### config.mk
export PLATFORM = sky130hd
export DESIGN_NAME = bkp_unit
export DESIGN_NICKNAME = d
export VERILOG_FILES = /design/src/rtl/bkp_pkg.sv /design/src/rtl/bkp_cond_match.sv /design/src/rtl/bkp_slot_tracker.sv /design/src/rtl/bkp_channel.sv /design/src/rtl/bkp_unit.sv
export SDC_FILE = /design/constraint.sdc
export NUM_CORES = 1
export LEC_CHECK = 0
export ABC_AREA = 1
export BUFFER_PORTS_ARGS = -buffer_cell sky130_fd_sc_hd__buf_2
export CORE_MARGIN = 2
export CORE_UTILIZATION = 39
export CTS_CLUSTER_SIZE = 14
export DETAILED_ROUTE_END_ITERATION = 8
export PLACE_DENSITY = 0.78
export SYNTH_ARGS = -nofsm -noshare
export SYNTH_HDL_FRONTEND = slang
export SYNTH_SLANG_ARGS = --single-unit
export TNS_END_PERCENT = 100
### constraint.sdc
create_clock -name clk -period 1.2 [get_ports clk]
set_clock_uncertainty 0.15 [all_clocks]
set_input_delay 0.06 -clock clk [delete_from_list [all_inputs] [get_ports clk]]
set_output_delay 0.06 -clock clk [all_outputs]
set_load 0.02 [all_outputs]
### src/rtl/bkp_pkg.sv
// Package: shared types and encodings for the breakpoint unit.
// Assumes: two-bit size codes, one-bit bus and kind selects.
package bkp_pkg;

    // Position of the next strobed instruction relative to a taken delayed branch.
    typedef enum logic [1:0] {
        SEQ_NORM = 2'd0,
        SEQ_SLOT = 2'd1,
        SEQ_TGT  = 2'd2
    } seq_e;

    localparam logic [1:0] SZ_NONE = 2'b00;
    localparam logic [1:0] SZ_BYTE = 2'b01;
    localparam logic [1:0] SZ_WORD = 2'b10;
    localparam logic [1:0] SZ_LONG = 2'b11;

    localparam logic BUS_CPU    = 1'b0;
    localparam logic KIND_FETCH = 1'b0;

    // Bus-cycle condition of one channel, minus its address.
    typedef struct packed {
        logic       en;
        logic       bus;
        logic       kind;
        logic       write;
        logic [1:0] size;
        logic       after;
    } cfg_t;

endpackage

### src/rtl/bkp_cond_match.sv
// Module: bkp_cond_match
// Decides whether a channel's condition is a valid instruction-fetch break.
// If so, it compares the compare address with the strobed PC.
// Assumes: instructions are at least halfword aligned, so PC bit 0 is not compared.
module bkp_cond_match
    import bkp_pkg::*;
#(
    parameter int AW = 8
) (
    input  cfg_t          cfg_i,
    input  logic [AW-1:0] addr_i,
    input  logic [AW-1:1] pc_hi_i,
    output logic          cond_ok_o,
    output logic          hit_o
);

    logic size_ok;
    logic addr_eq;

    // Only word and longword fetches are meaningful for instructions.
    always_comb begin
        unique case (cfg_i.size)
            SZ_WORD, SZ_LONG: size_ok = 1'b1;
            default:          size_ok = 1'b0;
        endcase
    end

    // Valid condition: enabled, CPU bus, fetch, read, legal size, even address.
    always_comb begin
        cond_ok_o = cfg_i.en
                  && (cfg_i.bus == BUS_CPU)
                  && (cfg_i.kind == KIND_FETCH)
                  && !cfg_i.write
                  && size_ok
                  && !addr_i[0];
    end

    // Compare the address above bit 0.
    always_comb begin
        addr_eq = (addr_i[AW-1:1] == pc_hi_i);
        hit_o   = cond_ok_o && addr_eq;
    end

endmodule

### src/rtl/bkp_slot_tracker.sv
// Module: bkp_slot_tracker
// Follows the executed-instruction stream and tells whether the current strobe
// is a delay slot or a branch target.
// Assumes: a delay slot never holds a branch, and strobes arrive in program order.
module bkp_slot_tracker
    import bkp_pkg::*;
(
    input  logic clk,
    input  logic rst_n,
    input  logic ex_valid_i,
    input  logic ex_dbranch_i,
    input  logic ex_taken_i,
    output logic in_slot_o,
    output logic at_target_o,
    output logic branch_now_o
);

    seq_e state_q;
    seq_e state_d;

    // Classify the currently strobed instruction from the tracked position.
    always_comb begin
        in_slot_o    = (state_q == SEQ_SLOT);
        at_target_o  = (state_q == SEQ_TGT);
        branch_now_o = ex_dbranch_i && ex_taken_i && (state_q != SEQ_SLOT);
    end

    // Advance position on every strobe.
    always_comb begin
        state_d = state_q;
        if (ex_valid_i) begin
            if (state_q == SEQ_SLOT) begin
                state_d = SEQ_TGT;
            end else if (ex_dbranch_i && ex_taken_i) begin
                state_d = SEQ_SLOT;
            end else begin
                state_d = SEQ_NORM;
            end
        end
    end

    // Position register.
    always_ff @(posedge clk) begin
        if (!rst_n) begin
            state_q <= SEQ_NORM;
        end else begin
            state_q <= state_d;
        end
    end

    // a taken delayed branch makes the next strobe a delay slot.
    p_slot_follows_branch_r6: assert property (@(posedge clk) disable iff (!rst_n)
        (ex_valid_i && ex_dbranch_i && ex_taken_i && state_q != SEQ_SLOT) |=> (state_q == SEQ_SLOT));

    // the instruction after a delay slot is the branch target.
    p_target_after_slot_r5: assert property (@(posedge clk) disable iff (!rst_n)
        (ex_valid_i && state_q == SEQ_SLOT) |=> (state_q == SEQ_TGT));

    // a not-taken delayed branch leaves normal handling in place.
    p_not_taken_normal_r7: assert property (@(posedge clk) disable iff (!rst_n)
        (ex_valid_i && state_q != SEQ_SLOT && !(ex_dbranch_i && ex_taken_i)) |=> (state_q == SEQ_NORM));

endmodule

### src/rtl/bkp_channel.sv
// Module: bkp_channel
// Per-channel break state: immediate fire, after-execution fire,
// the request deferred to the branch target, and the sticky flag.
// Assumes: hit_i already contains condition validity and address equality.
module bkp_channel (
    input  logic clk,
    input  logic rst_n,
    input  logic en_i,
    input  logic after_i,
    input  logic addr_lsb_i,
    input  logic cond_ok_i,
    input  logic hit_i,
    input  logic ex_valid_i,
    input  logic in_slot_i,
    input  logic at_target_i,
    input  logic branch_now_i,
    input  logic clr_i,
    output logic req_o,
    output logic flag_o,
    output logic defer_o
);

    logic flag_q;
    logic defer_q;
    logic hit_now;
    logic defer_set;
    logic before_now;
    logic after_norm;
    logic tgt_fire;
    logic fire_now;

    // Classify a match by mode and by position around a delayed branch.
    always_comb begin
        hit_now    = ex_valid_i && hit_i;
        defer_set  = hit_now && (after_i ? (in_slot_i || branch_now_i) : in_slot_i);
        before_now = hit_now && !after_i && !in_slot_i;
        after_norm = hit_now && after_i && !in_slot_i && !branch_now_i;
        tgt_fire   = ex_valid_i && at_target_i && defer_q;
        fire_now   = before_now || tgt_fire;
    end

    // Deferred request: dropped on disable, released at the target strobe.
    always_ff @(posedge clk) begin
        if (!rst_n) begin
            defer_q <= 1'b0;
        end else begin
            defer_q <= en_i && (defer_set || (defer_q && !tgt_fire));
        end
    end

    // Sticky flag: set by any fire, cleared by write of 1; set wins.
    always_ff @(posedge clk) begin
        if (!rst_n) begin
            flag_q <= 1'b0;
        end else begin
            flag_q <= (flag_q && !clr_i) || fire_now || after_norm;
        end
    end

    // Request contribution of this channel.
    always_comb begin
        req_o   = en_i && (flag_q || fire_now);
        flag_o  = flag_q;
        defer_o = defer_q;
    end

    // a set flag stays set unless cleared.
    p_flag_sticky_r10: assert property (@(posedge clk) disable iff (!rst_n)
        (flag_q && !clr_i) |=> flag_o);

    // without a strobe no new flag appears.
    p_no_strobe_no_flag_r4: assert property (@(posedge clk) disable iff (!rst_n)
        (!flag_q && !ex_valid_i) |=> !flag_o);

    // an after-mode normal match leaves the flag set next cycle.
    p_after_sets_flag_r3: assert property (@(posedge clk) disable iff (!rst_n)
        (ex_valid_i && hit_i && after_i && !in_slot_i && !branch_now_i) |=> flag_o);

    // a deferred request released at the target leaves the flag set.
    p_target_sets_flag_r5: assert property (@(posedge clk) disable iff (!rst_n)
        (ex_valid_i && at_target_i && defer_q) |=> flag_o);

    // a disabled channel holds no deferred request.
    p_disable_cancels_r11: assert property (@(posedge clk) disable iff (!rst_n)
        !en_i |=> !defer_o);

    // an odd compare address never hits.
    p_odd_addr_r8: assert property (@(posedge clk) disable iff (!rst_n)
        addr_lsb_i |-> !hit_i);

    // an invalid condition never hits.
    p_bad_cond_r9: assert property (@(posedge clk) disable iff (!rst_n)
        !cond_ok_i |-> !hit_i);

endmodule

### src/rtl/bkp_unit.sv
// Module: bkp_unit (top)
// Multi-channel instruction-fetch breakpoint unit. One tracker is shared by all
// channels; each channel has its own condition check and state.
// Assumes: ex_valid_i marks only instructions confirmed to execute, in order.
module bkp_unit
    import bkp_pkg::*;
#(
    parameter int NCH = 2,
    parameter int AW  = 8
) (
    input  logic                     clk,
    input  logic                     rst_n,
    input  logic [NCH-1:0]           ch_en_i,
    input  logic [NCH-1:0][AW-1:0]   ch_addr_i,
    input  logic [NCH-1:0]           ch_bus_i,
    input  logic [NCH-1:0]           ch_kind_i,
    input  logic [NCH-1:0]           ch_write_i,
    input  logic [NCH-1:0][1:0]      ch_size_i,
    input  logic [NCH-1:0]           ch_after_i,
    input  logic [NCH-1:0]           flag_clr_i,
    input  logic                     ex_valid_i,
    input  logic [AW-1:0]            ex_pc_i,
    input  logic                     ex_dbranch_i,
    input  logic                     ex_taken_i,
    output logic                     brk_req_o,
    output logic [NCH-1:0]           flag_o,
    output logic [NCH-1:0]           defer_o
);

    logic           in_slot;
    logic           at_target;
    logic           branch_now;
    logic [NCH-1:0] req_vec;
    logic           pc_lsb_unused;

    // PC bit 0 plays no part in matching.
    assign pc_lsb_unused = ex_pc_i[0];

    bkp_slot_tracker u_trk (
        .clk          (clk),
        .rst_n        (rst_n),
        .ex_valid_i   (ex_valid_i),
        .ex_dbranch_i (ex_dbranch_i),
        .ex_taken_i   (ex_taken_i),
        .in_slot_o    (in_slot),
        .at_target_o  (at_target),
        .branch_now_o (branch_now)
    );

    for (genvar c = 0; c < NCH; c++) begin : g_ch
        cfg_t cfg;
        logic cond_ok;
        logic hit;

        // Gather this channel's condition fields.
        always_comb begin
            cfg.en    = ch_en_i[c];
            cfg.bus   = ch_bus_i[c];
            cfg.kind  = ch_kind_i[c];
            cfg.write = ch_write_i[c];
            cfg.size  = ch_size_i[c];
            cfg.after = ch_after_i[c];
        end

        bkp_cond_match #(.AW(AW)) u_cond (
            .cfg_i     (cfg),
            .addr_i    (ch_addr_i[c]),
            .pc_hi_i   (ex_pc_i[AW-1:1]),
            .cond_ok_o (cond_ok),
            .hit_o     (hit)
        );

        bkp_channel u_chan (
            .clk          (clk),
            .rst_n        (rst_n),
            .en_i         (cfg.en),
            .after_i      (cfg.after),
            .addr_lsb_i   (ch_addr_i[c][0]),
            .cond_ok_i    (cond_ok),
            .hit_i        (hit),
            .ex_valid_i   (ex_valid_i),
            .in_slot_i    (in_slot),
            .at_target_i  (at_target),
            .branch_now_i (branch_now),
            .clr_i        (flag_clr_i[c]),
            .req_o        (req_vec[c]),
            .flag_o       (flag_o[c]),
            .defer_o      (defer_o[c])
        );
    end

    // Combined break request.
    assign brk_req_o = |req_vec;

    // reset leaves no flag and no deferred request.
    p_reset_clean_r1: assert property (@(posedge clk)
        !rst_n |=> (flag_o == '0 && defer_o == '0));

    // with every channel disabled there is no request.
    p_no_req_disabled_r11: assert property (@(posedge clk) disable iff (!rst_n)
        (ch_en_i == '0) |-> !brk_req_o);

endmodule

Word-level counts from Yosys, hierarchy flattened
Cells that the tools add are included.

Bits of input ports: 45. Flip-flop bits (word level): 6.

Bitwise gates (word level): 4. Equality and inequality tests: 9. Muxes and demuxes: 6. Reduce and logical (&&, ||, !) cells: 65.

Operators by type and width (number): 1-bit logical AND (39); 7-bit == test (2); 1-bit zero test (12); 1-bit logical OR (11); 2-bit == test, second input constant (5); 2-bit OR reduction (3); 1-bit two-way mux (5); 1-bit inverter (4); 2-bit by 1-bit == test with 1-bit output, second input constant (1); 2-bit two-way mux (1); 2-bit by 1-bit inequality test with 1-bit output, second input constant (1).

Logic depth before layout (Yosys ltp)
Depth after elaboration: 14. Gate-level depth with buffers: 9. Gate-level depth less buffers: 9.

By module
From an unflattened synthesis, not the netlist that was laid out.

Cell total of the unflattened synthesis: 137. Area total of the unflattened synthesis: 676.9 um2.

Modules (own cells, without submodules): bkp_cond_match (area an instance 151.4 um2, cells an instance 35, times used 2); bkp_channel (area an instance 133.9 um2, cells an instance 25, times used 2); bkp_slot_tracker (area an instance 95.1 um2, cells an instance 14, times used 1); bkp_unit (area an instance 11.3 um2, cells an instance 3, times used 1).

Worst setup path before layout
No wires, ideal clock.

Kind: reg2out. Start: register u_trk.state_q[1]. End: output port brk_req_o. Arrival: 0.933 ns. Stages on the path, launching flop included: 9. Path slack: 0.057 ns. Path buffers: 0. Path through: dfxtp_1 > inv_1 > nand2_1 > nand2_1 > inv_1 > nand3_2 > nand3_1 > nand2_1 > nand2_1.

Word-level cells in the longest chain between the ends: 7. Elaborated cells on any way between the ends: 15. Classes of those cells: eq/ne: 2; reduce/logical: 13.

RTL lines: from (decl) (line bkp_slot_tracker.sv:18) `seq_e state_q;`; from (signal assigned) (line bkp_slot_tracker.sv:47) `state_q <= state_d;`; 2-bit by 1-bit == test with 1-bit output or 2-bit == test (tied branches) (line bkp_slot_tracker.sv:23, bkp_slot_tracker.sv:24); 1-bit zero test or 1-bit logical AND (tied branches) (line bkp_channel.sv:36, bkp_channel.sv:38); 1-bit logical AND (on tied branches) (line bkp_channel.sv:36, bkp_channel.sv:38); 1-bit logical OR (line bkp_channel.sv:39) `fire_now = before_now || tgt_fire;`; 1-bit logical OR (line bkp_channel.sv:62) `req_o = en_i && (flag_q || fire_now);`; 1-bit logical AND (line bkp_channel.sv:62); 2-bit OR reduction (*) (line bkp_unit.sv:93) `assign brk_req_o = |req_vec;`; to (decl) (line bkp_unit.sv:25) `output logic brk_req_o,`.

Mark *: on every way between the ends. The rest lies on a longest branch, timed or not.

Worst setup path in the final report
Same ends and word-level chain as after synthesis.

==> flow_summary_export.csv <==
group,metric,value,unit
sta,setup_ws,-0.284,ns
sta,hold_violations,0,
critical_path,cp.arrival,1.27,ns
critical_path,reg2reg_from,"u_trk.state_q[1]$_SDFFE_PN0P_",
clock_tree,cts_buffer_depth,2,
synth,ys_ff_latch,6,
synth,synthTopCellsByArea,"nand2_1, dfxtp_1, xnor2_1, inv_1, nor2_1",
synth,synthCells,118,
critical_path,cp_data_required_time,0.99,ns
synth,synth.distinct_cells,15,
critical_path,critPathTopFamily,"simple AND/OR/NAND/NOR gates",
sta,setup_tns,-0.490,ns
critical_path,r2r-end,"g_ch[0].u_chan.flag_o$_SDFF_PN0_",
cells_and_area,final_util,0.717,
detailed_routing,drtPass1Iterations,4,
detailed_routing,ant_nets,0,
clock_tree,htree_levels,1,
floorplanning,boundaryPins,50,
floorplanning,start_util,0.429,
sta,grt_setup_unrepaired,"true",
synth,syn_area,661,um^2
sta,maxSlewHeadroom,0.858,
detailed_routing,routed_wl,1.98,mm
sta,final-setup-viol-count,3,
cells_and_area,syn2layout_area_growth,67.2,%
critical_path,critPathCaptureType,"output pin",
placed_design,gp_congestion,0.804,
sta,tightestPinTransition,0.213,ns
critical_path,crit_buf_inv,3,
global_route,antenna_found_initial,0,
synth,synth_warnings,0,
placed_design,hpwl,1.46,mm
cells_and_area,drive_gt1_frac,0.480,
sta,fin_hold_ws,0.0426,ns
global_route,grt_pass1_wl,3.00,mm
synth,synthMostInstantiatedCell,"nand2_1",
floorplanning,die_w,45.2,um
placed_design,io_buffer_count,46,
floorplanning,core-area,1540,um^2
synth,yosysTopAreaCell,"nand2_1",
run_status,status,"complete, but fails checks",
critical_path,r2r_slack,-0.19,ns
synth,ys.flop_type,"dfxtp_1",
synth,synth.yosys.seq_area_share,0.182,
synth,synthTopCellsByCount,"nand2_1, inv_1, nor2_1, xnor2_1",
synth,synth-edff-count,0,
critical_path,crit_chain,"inv_4 > nand2_4 > nand2_2 > inv_1 > nand3_2 > nand3_2 > nand2_1 > nand2_2 > buf_6",
cells_and_area,nNetsFinal,226,
synth,syn_area_per_cell,5.60,um^2
clock_tree,numCtsBuffers,3,
power_and_ir_drop,power.density,556,nW/um^2
sta,slew_violations,0,
sta,final.period_utilization,1.24,
clock_tree,clock_sinks,6,
critical_path,r2r_cells,8,
critical_path,crit_path_end,"brk_req_o",
detailed_routing,drcViolationCount,0,
global_route,grt_usage,0.202,
clock_tree,cts_tree,"done",
job,drv_cap,0,
critical_path,critPathKind,"register to output pin",
floorplanning,rows,14,
clock_tree,clk_latency,0.24,ns
clock_tree,root_buffer,"clkbuf_4",
critical_path,slowest_stage,"dfxtp_2",
sta,period_needed,1.48,ns
critical_path,crit_start,"u_trk.state_q[1]$_SDFFE_PN0P_",
cells_and_area,diodes,0,
run_status,violations,"negative setup slack",
global_route,overflow,0,
detailed_routing,vias,919,
synth,ys_async_sr_fraction,0,
clock_tree,clk_pin_slew,0.04,ns
floorplanning,die_h,45.2,um
global_route,grt_max_degree,5,
global_route,grt_pass1_vias,846,
critical_path,cpPeakStageDelay,0.34,ns
synth,yosysTopAreaCellShare,0.244,
power_and_ir_drop,p_leak,0.639,nW
detailed_routing,drt_iter0_markers,17,
synth,synth.net_count,163,
detailed_routing,wl_per_cell,10.2,um
floorplanning,die_area,2040,um^2
critical_path,worstSetupStartpointType,"register",
detailed_routing,drt-vias-per-instance,4.71,
critical_path,cp.depth,9,
critical_path,cp_max_fo,3,
sta,fmax,674,MHz
power_and_ir_drop,finalPower,0.615,mW
power_and_ir_drop,vdd.ir_drop.worst,0.704,mV
min_path,min_path_type,"primary input to register",
metal layers:
layer / up-vias / GRT usage / part of all wire
met2: 37 / 0.397 / 0.56
met1: 406 / 0.194 / 0.37
met4: 0 / 0.0412 / 0.0040
met3: 2 / 0.0800 / 0.065
met5: - / 0 / 0
li1: 474 / - / -
worst min-delay path by stage:
stage / startpoint / cells after the start / to / slack [ns]
after detailed placement: rst_n / 3 / g_ch[1].u_chan.defer_o$_SDFF_PN0_ / 0.18
after global placement: rst_n / 3 / g_ch[0].u_chan.defer_o$_SDFF_PN0_ / 0.17
after CTS: ex_valid_i / 4 / u_trk.state_q[0]$_SDFFE_PN0P_ / 0.02
final: ch_en_i[0] / 4 / g_ch[0].u_chan.defer_o$_SDFF_PN0_ / 0.04
after floorplan: ex_valid_i / 1 / u_trk.state_q[1]$_SDFFE_PN0P_ / -0.0006
after global routing: ch_en_i[1] / 4 / g_ch[1].u_chan.defer_o$_SDFF_PN0_ / 0.04
power breakdown:
part / leakage (nW) / internal (mW) / switching, mW
sequential: 0.0497 / 0.202 / 0.00434
clock: 0.0138 / 0.113 / 0.0724
combinational: 0.576 / 0.119 / 0.103
total: 0.639 / 0.435 / 0.180
timing repair:
| action | in CTS | in global routing |
|---|---|---|
| resized for setup | 13 | 10 |
| endpoints found under the hold margin | 6 | 0 |
| buffers inserted | 3 | 1 |
| pin swaps | 3 | 9 |
| hold buffers | 4 | 0 |
| setup endpoints to repair | 2 | 6 |
worst register-to-register path: stages, from the launching register on:
cell and delay, ns:
dfxtp_2 0.34, inv_4 0.05, nor3_4 0.22, nand2_2 0.10, buf_4 0.15, buf_6 0.10
nand2_1 0.05, nor2_1 0.04, nor2_1 0.11
placed cells by master (no fill, tap or decap):
cell type / n
o21ai_0: 1
a21oi_2: 2
nand2_4: 2
or2_2: 2
buf_2: 45
nand2_1: 35
inv_1: 20
nand2_2: 6
clkbuf_4: 3
dfxtp_2: 1
a21oi_1: 2
nor2_2: 4
nor3_4: 1
dfxtp_1: 4
buf_6: 2
buf_4: 11
dlygate4sd3_1: 4
nor2_1: 10
nand3_2: 4
xnor2_1: 10
nand3_1: 4
nand4_1: 3
dfxtp_4: 1
inv_2: 1
inv_4: 1
state kept, by name, summed over array words and instances (netlist names):
signal               count
g_ch.u_chan.defer_o      2
g_ch.u_chan.flag_o       2
u_trk.state_q            2
per-stage QoR:
step | cell area (um^2) | cells | setup WS (ns)
floorplan | 661 | 118 | 0.0570
global placement | 941 | 184 | -0.0230
detailed placement | 941 | 184 | -0.0625
CTS | 1070 | 194 | -0.206
global route | 1100 | 195 | -0.364
finish | 1100 | 195 | -0.284
logic make-up after synthesis:
group	after synthesis	share of synthesized area
xor+xnor	10	0.133
flops	6	0.182
compound gates	5	0.0379
buf+inv	26	0.170
simple gates	71	0.477
layout make-up:
type / count / area [um^2]
well taps: 16 / 20.0
fillers: 133 / 437
inverters: 22 / 85.1
clock buffers: 3 / 22.5
flip-flops and latches: 6 / 125
multi-input cells: 86 / 482
repair buffers: 62 / 370
Note: power is estimated with default switching activity, not from simulation.
